[config.mk]
export PLATFORM = sky130hd
export DESIGN_NAME = stepper_supervisor
export DESIGN_NICKNAME = d
export VERILOG_FILES = /design/src/rtl/stepsup_pkg.sv /design/src/rtl/sup_clr_qualifier.sv /design/src/rtl/sup_flag_sync.sv /design/src/rtl/sup_fault_merge.sv /design/src/rtl/sup_wake_seq.sv /design/src/rtl/stepper_supervisor.sv
export SDC_FILE = /design/constraint.sdc
export NUM_CORES = 1
export LEC_CHECK = 0
export BUFFER_PORTS_ARGS = -buffer_cell sky130_fd_sc_hd__buf_2
export CAP_MARGIN = 40
export CORE_MARGIN = 3
export CORE_UTILIZATION = 49
export CTS_BUF_LIST = sky130_fd_sc_hd__clkbuf_16
export DETAILED_ROUTE_END_ITERATION = 6
export GPL_TIMING_DRIVEN = 1
export PLACE_DENSITY = 0.75
export SETUP_SLACK_MARGIN = 0.1
export SYNTH_ARGS = -nofsm -noshare
export SYNTH_HDL_FRONTEND = slang
export SYNTH_SLANG_ARGS = --single-unit
export TNS_END_PERCENT = 50
[constraint.sdc]
create_clock -name clk -period 2.3 [get_ports clk]
set_clock_uncertainty 0.1 [all_clocks]
set_input_delay 0.115 -clock clk [delete_from_list [all_inputs] [get_ports clk]]
set_output_delay 0.115 -clock clk [all_outputs]
set_load 0.01 [all_outputs]
[src/rtl/stepsup_pkg.sv]
// Shared types for the stepper sleep and fault supervisor.
// Assumes: nothing beyond IEEE 1800-2017.
package stepsup_pkg;

    // Operating phase of the wake sequencer.
    typedef enum logic [1:0] {
        PH_SETTLE = 2'd0,
        PH_RUN    = 2'd1,
        PH_DOZE   = 2'd2
    } phase_t;

endpackage

[src/rtl/sup_clr_qualifier.sv]
// Length qualifier for the hard-clear request.
// Raises hard_clr on the TCLR_CYCLES-th consecutive high sample of clr_in and
// drops it on the first low sample. Assumes clr_in is synchronous to clk.
module sup_clr_qualifier #(
    parameter int TCLR_CYCLES = 16
) (
    input  logic clk,
    input  logic rst_n,
    input  logic clr_in,
    output logic hard_clr
);

    localparam int CW = $clog2(TCLR_CYCLES + 1);
    localparam logic [CW-1:0] LAST = CW'(TCLR_CYCLES - 1);

    logic [CW-1:0] run_len;

    // Count consecutive high samples; qualify at the programmed length.
    always_ff @(posedge clk) begin
        if (!rst_n || !clr_in) begin
            run_len  <= '0;
            hard_clr <= 1'b0;
        end else if (run_len == LAST) begin
            hard_clr <= 1'b1;
        end else begin
            run_len <= run_len + CW'(1);
        end
    end

endmodule

[src/rtl/sup_flag_sync.sv]
// Multi-stage synchroniser bank for asynchronous fault flags.
// Every bit passes through STAGES flops; reset clears all stages.
// Assumes: each flag is a level that is stable for longer than STAGES clocks.
module sup_flag_sync #(
    parameter int W      = 8,
    parameter int STAGES = 2
) (
    input  logic         clk,
    input  logic         rst_n,
    input  logic [W-1:0] d,
    output logic [W-1:0] q
);

    logic [W-1:0] stg [STAGES];

    for (genvar g = 0; g < STAGES; g++) begin : g_stage
        if (g == 0) begin : g_first
            // First stage captures the raw flags.
            always_ff @(posedge clk) begin
                if (!rst_n) stg[0] <= '0;
                else        stg[0] <= d;
            end
        end else begin : g_next
            // Later stages shift the previous stage along.
            always_ff @(posedge clk) begin
                if (!rst_n) stg[g] <= '0;
                else        stg[g] <= stg[g-1];
            end
        end
    end

    assign q = stg[STAGES-1];

endmodule

[src/rtl/sup_fault_merge.sv]
// Merges synchronised fault flags into a registered active-low error line.
// Assumes: the flags are already synchronous to clk.
module sup_fault_merge #(
    parameter int W = 8
) (
    input  logic         clk,
    input  logic         rst_n,
    input  logic [W-1:0] flags,
    output logic         err_n
);

    // Register the NOR of all flags so the pin carries no glitches.
    always_ff @(posedge clk) begin
        if (!rst_n) err_n <= 1'b1;
        else        err_n <= ~(|flags);
    end

endmodule

[src/rtl/sup_wake_seq.sv]
// Sleep / settle / run sequencer with step and direction gating.
// After reset or wake it waits CP_SETTLE_CYCLES clocks before step commands
// are taken, and it also needs cp_fail low. Steps seen while blocked are dropped.
// Assumes: sleep_req, step_in and dir_in are synchronous to clk.
module sup_wake_seq
    import stepsup_pkg::*;
#(
    parameter int CP_SETTLE_CYCLES = 64
) (
    input  logic clk,
    input  logic rst_n,
    input  logic sleep_req,
    input  logic cp_fail,
    input  logic step_in,
    input  logic dir_in,
    output logic asleep,
    output logic ready,
    output logic step_out,
    output logic dir_out
);

    localparam int CW = $clog2(CP_SETTLE_CYCLES + 1);
    localparam logic [CW-1:0] LAST = CW'(CP_SETTLE_CYCLES - 1);

    phase_t        phase;
    logic [CW-1:0] settle_cnt;

    assign asleep = (phase == PH_DOZE);
    assign ready  = (phase == PH_RUN) && !cp_fail;

    // Phase transitions and the settle counter.
    always_ff @(posedge clk) begin
        if (!rst_n) begin
            phase      <= PH_SETTLE;
            settle_cnt <= '0;
        end else begin
            case (phase)
                PH_SETTLE: begin
                    if (sleep_req)                phase <= PH_DOZE;
                    else if (settle_cnt == LAST)  phase <= PH_RUN;
                    else                          settle_cnt <= settle_cnt + CW'(1);
                end
                PH_RUN: begin
                    if (sleep_req) phase <= PH_DOZE;
                end
                PH_DOZE: begin
                    if (!sleep_req) begin
                        phase      <= PH_SETTLE;
                        settle_cnt <= '0;
                    end
                end
                default: phase <= PH_SETTLE;
            endcase
        end
    end

    // Pass steps and direction only while ready; drop anything else.
    always_ff @(posedge clk) begin
        if (!rst_n) begin
            step_out <= 1'b0;
            dir_out  <= 1'b0;
        end else begin
            step_out <= step_in && ready;
            if (ready) dir_out <= dir_in;
        end
    end

endmodule

[src/rtl/stepper_supervisor.sv]
// Top of the stepper sleep and fault supervisor.
// Qualifies the hard clear, synchronises the fault flags, drives the error
// line and the charge-pump status, and sequences sleep and wake.
// Assumes: clr_in, sleep_req, step_in and dir_in are synchronous to clk;
// the fault flags may be asynchronous.
module stepper_supervisor #(
    parameter int TCLR_CYCLES      = 16,
    parameter int CP_SETTLE_CYCLES = 2000,
    parameter int OVC_X_N          = 4,
    parameter int OVC_Y_N          = 4,
    parameter int COIL_N           = 2,
    parameter int SYNC_STAGES      = 2
) (
    input  logic               clk,
    input  logic               rst_n,
    input  logic               clr_in,
    input  logic               sleep_req,
    input  logic               tw_flag,
    input  logic               tsd_flag,
    input  logic [OVC_X_N-1:0] ovc_x_flag,
    input  logic [OVC_Y_N-1:0] ovc_y_flag,
    input  logic [COIL_N-1:0]  open_flag,
    input  logic               cp_low,
    input  logic               step_in,
    input  logic               dir_in,
    output logic               err_n,
    output logic               cp_fail,
    output logic               drv_hiz,
    output logic               step_ready,
    output logic               step_out,
    output logic               dir_out,
    output logic               hard_clr
);

    // Flag vector layout: charge-pump indication at bit 0.
    localparam int FW = 2 + OVC_X_N + OVC_Y_N + COIL_N + 1;

    logic          core_rst_n;
    logic [FW-1:0] raw_flags;
    logic [FW-1:0] sync_flags;
    logic          seq_asleep;
    logic          seq_ready;

    assign core_rst_n = rst_n && !hard_clr;
    assign raw_flags  = {tw_flag, tsd_flag, ovc_x_flag, ovc_y_flag, open_flag, cp_low};
    assign cp_fail    = sync_flags[0];
    assign drv_hiz    = seq_asleep || hard_clr;
    assign step_ready = seq_ready && !hard_clr;

    sup_clr_qualifier #(
        .TCLR_CYCLES (TCLR_CYCLES)
    ) u_clr (
        .clk      (clk),
        .rst_n    (rst_n),
        .clr_in   (clr_in),
        .hard_clr (hard_clr)
    );

    sup_flag_sync #(
        .W      (FW),
        .STAGES (SYNC_STAGES)
    ) u_sync (
        .clk   (clk),
        .rst_n (core_rst_n),
        .d     (raw_flags),
        .q     (sync_flags)
    );

    sup_fault_merge #(
        .W (FW)
    ) u_merge (
        .clk   (clk),
        .rst_n (core_rst_n),
        .flags (sync_flags),
        .err_n (err_n)
    );

    sup_wake_seq #(
        .CP_SETTLE_CYCLES (CP_SETTLE_CYCLES)
    ) u_seq (
        .clk       (clk),
        .rst_n     (core_rst_n),
        .sleep_req (sleep_req),
        .cp_fail   (cp_fail),
        .step_in   (step_in),
        .dir_in    (dir_in),
        .asleep    (seq_asleep),
        .ready     (seq_ready),
        .step_out  (step_out),
        .dir_out   (dir_out)
    );

endmodule

After elaboration in Yosys (flattened, before gate mapping)
Memories as Yosys holds them, arrays and structs flattened.
Index checks and enable logic that the tools add are counted.
{"block": "totals", "reg_bits": 22, "latch_bits": 0, "ram_bits": 26, "rom_bits": 0, "inputBits": 19, "mem_count": 1}
{"name": "u_sync.stg", "words": 2, "word_bits": 13, "read_ports": 2, "rd_ports_with_merged_regs": 0, "wr": 2, "line_no": "sup_flag_sync.sv:14", "rtl": "logic [W-1:0] stg [STAGES];"}
{"block": "classes", "addsub": 2, "n_mul": 0, "n_div": 0, "order_cmp": 0, "n_eq_ne": 9, "n_shift": 0, "muxes": 13, "bitwise": 3, "reduce_logical": 15}
{"op": "two-way mux 11 bit", "count": 3}
{"op": "two-way mux 13 bit", "count": 2}
{"op": "case mux 11 bit (2 select lines)", "count": 1}
{"op": "OR reduction 13 bit", "count": 1}
{"op": "adder 11 x 1 -> 11 bit, second input constant", "count": 1}
{"op": "== test 11 bit, second input constant", "count": 1}
{"op": "two-way mux 2 bit", "count": 4}
{"op": "inequality test 2 bit, second input constant", "count": 4}
{"op": "case mux 2 bit (3 select lines)", "count": 1}
{"op": "adder 5 x 1 -> 5 bit, second input constant", "count": 1}
{"op": "== test 5 x 4 -> 1 bit, second input constant", "count": 1}
{"op": "logical AND 1 bit", "count": 4}
{"op": "zero test 1 bit", "count": 4}
{"op": "AND reduction 4 bit", "count": 1}
{"op": "inequality test 3 x 2 -> 1 bit, second input constant", "count": 1}
{"op": "AND reduction 3 bit", "count": 1}
{"op": "== test 2 x 1 -> 1 bit, second input constant", "count": 1}
{"op": "== test 2 bit, second input constant", "count": 1}
{"op": "zero test 2 bit", "count": 1}
{"op": "logical OR 1 bit", "count": 2}
{"op": "two-way mux 1 bit", "count": 2}
{"op": "bitwise OR 1 bit", "count": 2}
{"op": "nonzero test 2 bit", "count": 1}
{"op": "NOT 1 bit", "count": 1}

Logic depth before layout (Yosys ltp)
{"block": "logic_depth", "depth_word": 4, "mapped_depth": 7}

Modules after synthesis
From an unflattened synthesis, not the netlist that was laid out.
{"block": "unflattened", "cells_unflattened": 170, "hier_area_um2": 1803.0}
{"module": "sup_flag_sync", "n_inst": 1, "cells_each": 54, "area_each_um2": 730.7}
{"module": "sup_wake_seq", "n_inst": 1, "cells_each": 79, "area_each_um2": 719.4}
{"module": "sup_clr_qualifier", "n_inst": 1, "cells_each": 27, "area_each_um2": 274.0}
{"module": "sup_fault_merge", "n_inst": 1, "cells_each": 7, "area_each_um2": 55.1}
{"module": "stepper_supervisor", "n_inst": 1, "cells_each": 3, "area_each_um2": 23.8}

Worst setup path after synthesis
Ideal clock, no wire load.
{"block": "synth_path", "kind": "register to register", "start": "register u_seq.settle_cnt[0]", "end": "register u_seq.settle_cnt[0]", "setup_ns": 0.063, "t_arrival_ns": 1.583, "required_ns": 2.137, "setup_slack_ns": 0.554, "stages_incl_launch_ff": 7, "period_less_slack_ns": 1.746, "path_cell_list": "dfxtp_1 -> ha_1 -> nand4b_2 -> o41a_1 -> buf_6 -> mux2_4 -> nor2_2"}
{"block": "synth_via", "elab_chain_cells": 4, "elab_cells_between_ends": 7}
{"element": "start, declared", "line_no": "sup_wake_seq.sv:26", "rtl": "logic [CW-1:0] settle_cnt;"}
{"element": "start signal, assigned", "line_no": "sup_wake_seq.sv:41", "rtl": "else settle_cnt <= settle_cnt + CW'(1);"}
{"element": "adder 11 x 1 -> 11 bit", "line_no": "sup_wake_seq.sv:41"}
{"element": "two-way mux 11 bit", "line_no": "sup_wake_seq.sv:40", "rtl": "else if (settle_cnt == LAST) phase <= PH_RUN;"}
{"element": "two-way mux 11 bit", "line_no": "sup_wake_seq.sv:39", "rtl": "if (sleep_req) phase <= PH_DOZE;"}
{"element": "case mux 11 bit (2 select lines)", "line_no": "sup_wake_seq.sv:37", "rtl": "case (phase)"}
Parallel ways exist; a longest one is shown, timed or not. The select of a mux whose other input is x is not followed.
A chain may end at the register's enable or synchronous reset.

Worst setup path after layout
Same ends and word-level chain as after synthesis.

==> impl_metrics.env <==
export IMPL_synthTopCellsByArea="dfxtp_1 53%, and2_1 9.0%, nor2_1 2.9%, ha_1 2.1%, a311oi_1 1.9%"
export IMPL_vias=1411
export IMPL_rsz0062_at_grt="false"
export IMPL_cts_resized=0
export IMPL_overflow=0
export IMPL_synth_edf_count=0
export IMPL_start_util=0.522
export IMPL_synth_top_area_frac=0.534
export IMPL_fp_dieArea_mm2=0.00443
export IMPL_power_frac_seq=0.523
export IMPL_synth_fp_nets=201
export IMPL_critPathKind="flop to flop"
export IMPL_setup_slack_ps=353
export IMPL_worstMarginPinSlew_ps=561
export IMPL_leakage_nw=0.961
export IMPL_yosysWarnings=0
export IMPL_avgSynthCellArea_um2=10.0
export IMPL_grt_pass1_vias=1397
export IMPL_holdWs_ps=82.4
export IMPL_num_nets_final=242
export IMPL_grt_max_degree=33
export IMPL_multiInputGateArea_um2=786
export IMPL_wl_per_cell_um=13.5
export IMPL_ys_flop_type="dfxtp_1"
export IMPL_cp_arrival_ps=2070
export IMPL_drc_errors=0
export IMPL_utilization=0.654
export IMPL_core_mm2=0.00344
export IMPL_hpwl_mm=2.45
export IMPL_insertion_delay_ps=280
export IMPL_gr_usage_all_layers=0.189
export IMPL_layout_cells_most_common="dfxtp_1"
export IMPL_power_switching_mw=0.352
export IMPL_start_kind="flop"
export IMPL_clkSinkCount=48
export IMPL_syn2layout_area_growth_pct=25.3
export IMPL_power_density_mw_per_mm2=741
export IMPL_drt_total_wl_mm=3.61
export IMPL_min_period_ps=1950
export IMPL_p_sw_frac=0.211
export IMPL_clockBufferDepth=2
export IMPL_via_per_inst=5.28
export IMPL_fmax_ghz=0.514
export IMPL_final_cell_mix="48 x dfxtp_1, 26 x and2_1, 25 x buf_2"
export IMPL_setup_viol=0
export IMPL_rrSetupSlack_ps=350
export IMPL_finalPower_mw=1.67
export IMPL_slew_headroom=0.626
export IMPL_synth_cell_type_count=40
export IMPL_place_ws_ps=375
export IMPL_ant_nets=0
export IMPL_place_gp_congestion=0.847
export IMPL_cts_tree="built"
export IMPL_hold_viol=0
export IMPL_drive_above_1_share=0.176
export IMPL_p_int_mw=1.32
export IMPL_endpoint_kind="flop"
export IMPL_min_period_over_period=0.846
export IMPL_syn_area_mm2=0.00180
export IMPL_port_buffers=25
export IMPL_syn_inst=179
export IMPL_die_w_um=66.6
export IMPL_cp_max_fo=10
export IMPL_fillers=291
export IMPL_peakVddDrop_uv=564
export IMPL_cts_reportedPaths_clkPinSlew_ps=60
export IMPL_fp_dieH_um=66.6
export IMPL_cts_root_buf="clkbuf_16"
export IMPL_htree_levels=2
export IMPL_setup_tns_final_ps=0
export IMPL_ff_latch_area_um2=961
export IMPL_hold_class="input port to flop"
export IMPL_status="completed"
export IMPL_n_antenna_cell=0
export IMPL_drv_slew=0
export IMPL_synth_seq_cells=48
export IMPL_drt_first_pass_iters=4
export IMPL_crit_required_ps=2420
export IMPL_drv_cap=0
export IMPL_drtIter0Drc=100
export IMPL_clkPwrFrac=0.414
export IMPL_io_pins=26
export IMPL_grt_antenna_before_repair=0
export IMPL_grt_pass1_wl_mm=6.31
export IMPL_combinationalPowerShare=0.064
export IMPL_synth_top_area_cell="dfxtp_1"
export IMPL_ys_async_sr_fraction=0
export IMPL_rows=21
export IMPL_cts_buffers=5
export IMPL_ys_seq_area_frac=0.534
-- synthesized netlist by cell type (2+ instances only) --
cell type	instances
a31oi_1	3
nor3_1	6
inv_1	3
dfxtp_1	48
and2_1	26
nor2_1	14
nor2b_1	3
o21ai_0	3
nand2_1	7
buf_2	2
nor3b_1	3
xor2_1	2
nand3_1	5
ha_1	3
mux2i_1	3
a311oi_1	4
clkbuf_1	4
and3_1	5
a32o_1	2
nand4b_2	2
a21oi_1	4
nand4_1	3
nand2b_1	5
nor4_1	3
-- final cells by class --
class                           instances  share of cell area
Inverter                                3             0.00500
Clock inverter                          3             0.00833
Tap cell                               46              0.0256
Multi-Input combinational cell        120               0.349
Sequential cell                        48               0.427
Timing Repair Buffer                   42               0.130
Clock buffer                            5              0.0556
-- routing by layer --
| metal | up-vias | routed length, µm | track usage |
|---|---|---|---|
| met4 | 0 | 68 | 0.0863 |
| met5 | - | 0 | 0 |
| met2 | 44 | 1790 | 0.313 |
| li1 | 704 | - | - |
| met3 | 10 | 184 | 0.0472 |
| met1 | 653 | 1560 | 0.230 |
-- final timing paths --
path | end | depth (start not counted) | startpoint
worst max-delay path | u_seq.settle_cnt[0] | 5 | u_seq.settle_cnt[0]
worst min-delay path | u_clr.run_len[2] | 3 | clr_in
worst max register to register | u_seq.settle_cnt[0] | 5 | u_seq.settle_cnt[0]
worst min register to register | u_sync.stg[1][12] | 1 | u_sync.stg[0][12]
-- power groups by stage --
stage               clock network [mW]  registers [mW]  logic (mW)
floorplan                            0           0.886      0.0558
global placement                     0           0.889      0.0795
detailed placement                   0           0.891      0.0845
CTS                              0.704           0.872       0.106
global route                     0.731           0.875       0.120
finish                           0.690           0.872       0.106
-- critical path, stage by stage (launching register included) --
cell	delay, ps
dfxtp_1	400
ha_1	310
nand4b_2	190
o41a_1	500
mux2_4	320
nor2_2	70
-- metrics by stage --
stage,area [µm²],instances
3_5_place_dp,1950,243
4_1_cts,2250,267
2_1_floorplan,1800,179
6_report,2250,267
3_3_place_gp,1950,243
5_1_grt,2250,267
-- repair_timing --
| action | CTS | global route |
|---|---|---|
| hold buffers | 16 | 0 |
| buffers inserted | 0 | 0 |
| hold endpoints to repair | 16 | 0 |
-- registers in the layout, summed over array words and instances, names as in the netlist --
| register | count |
|---|---|
| u_clr.hard_clr | 1 |
| u_clr.run_len | 5 |
| u_merge.err_n | 1 |
| u_seq.dir_out | 1 |
| u_seq.phase | 2 |
| u_seq.settle_cnt | 11 |
| u_seq.step_out | 1 |
| u_sync.stg | 26 |
-- cells by family after synthesis --
logic type               share of synthesized area
AO/OA/AOI/OAI                               0.0946
flip-flops                                   0.534
adder cells (fa/ha/maj)                     0.0209
multiplexers                                0.0251
AND/OR/NAND/NOR                              0.282
buffers and inverters                       0.0285
XOR/XNOR                                    0.0146
Power figures use the tool's default switching activity.
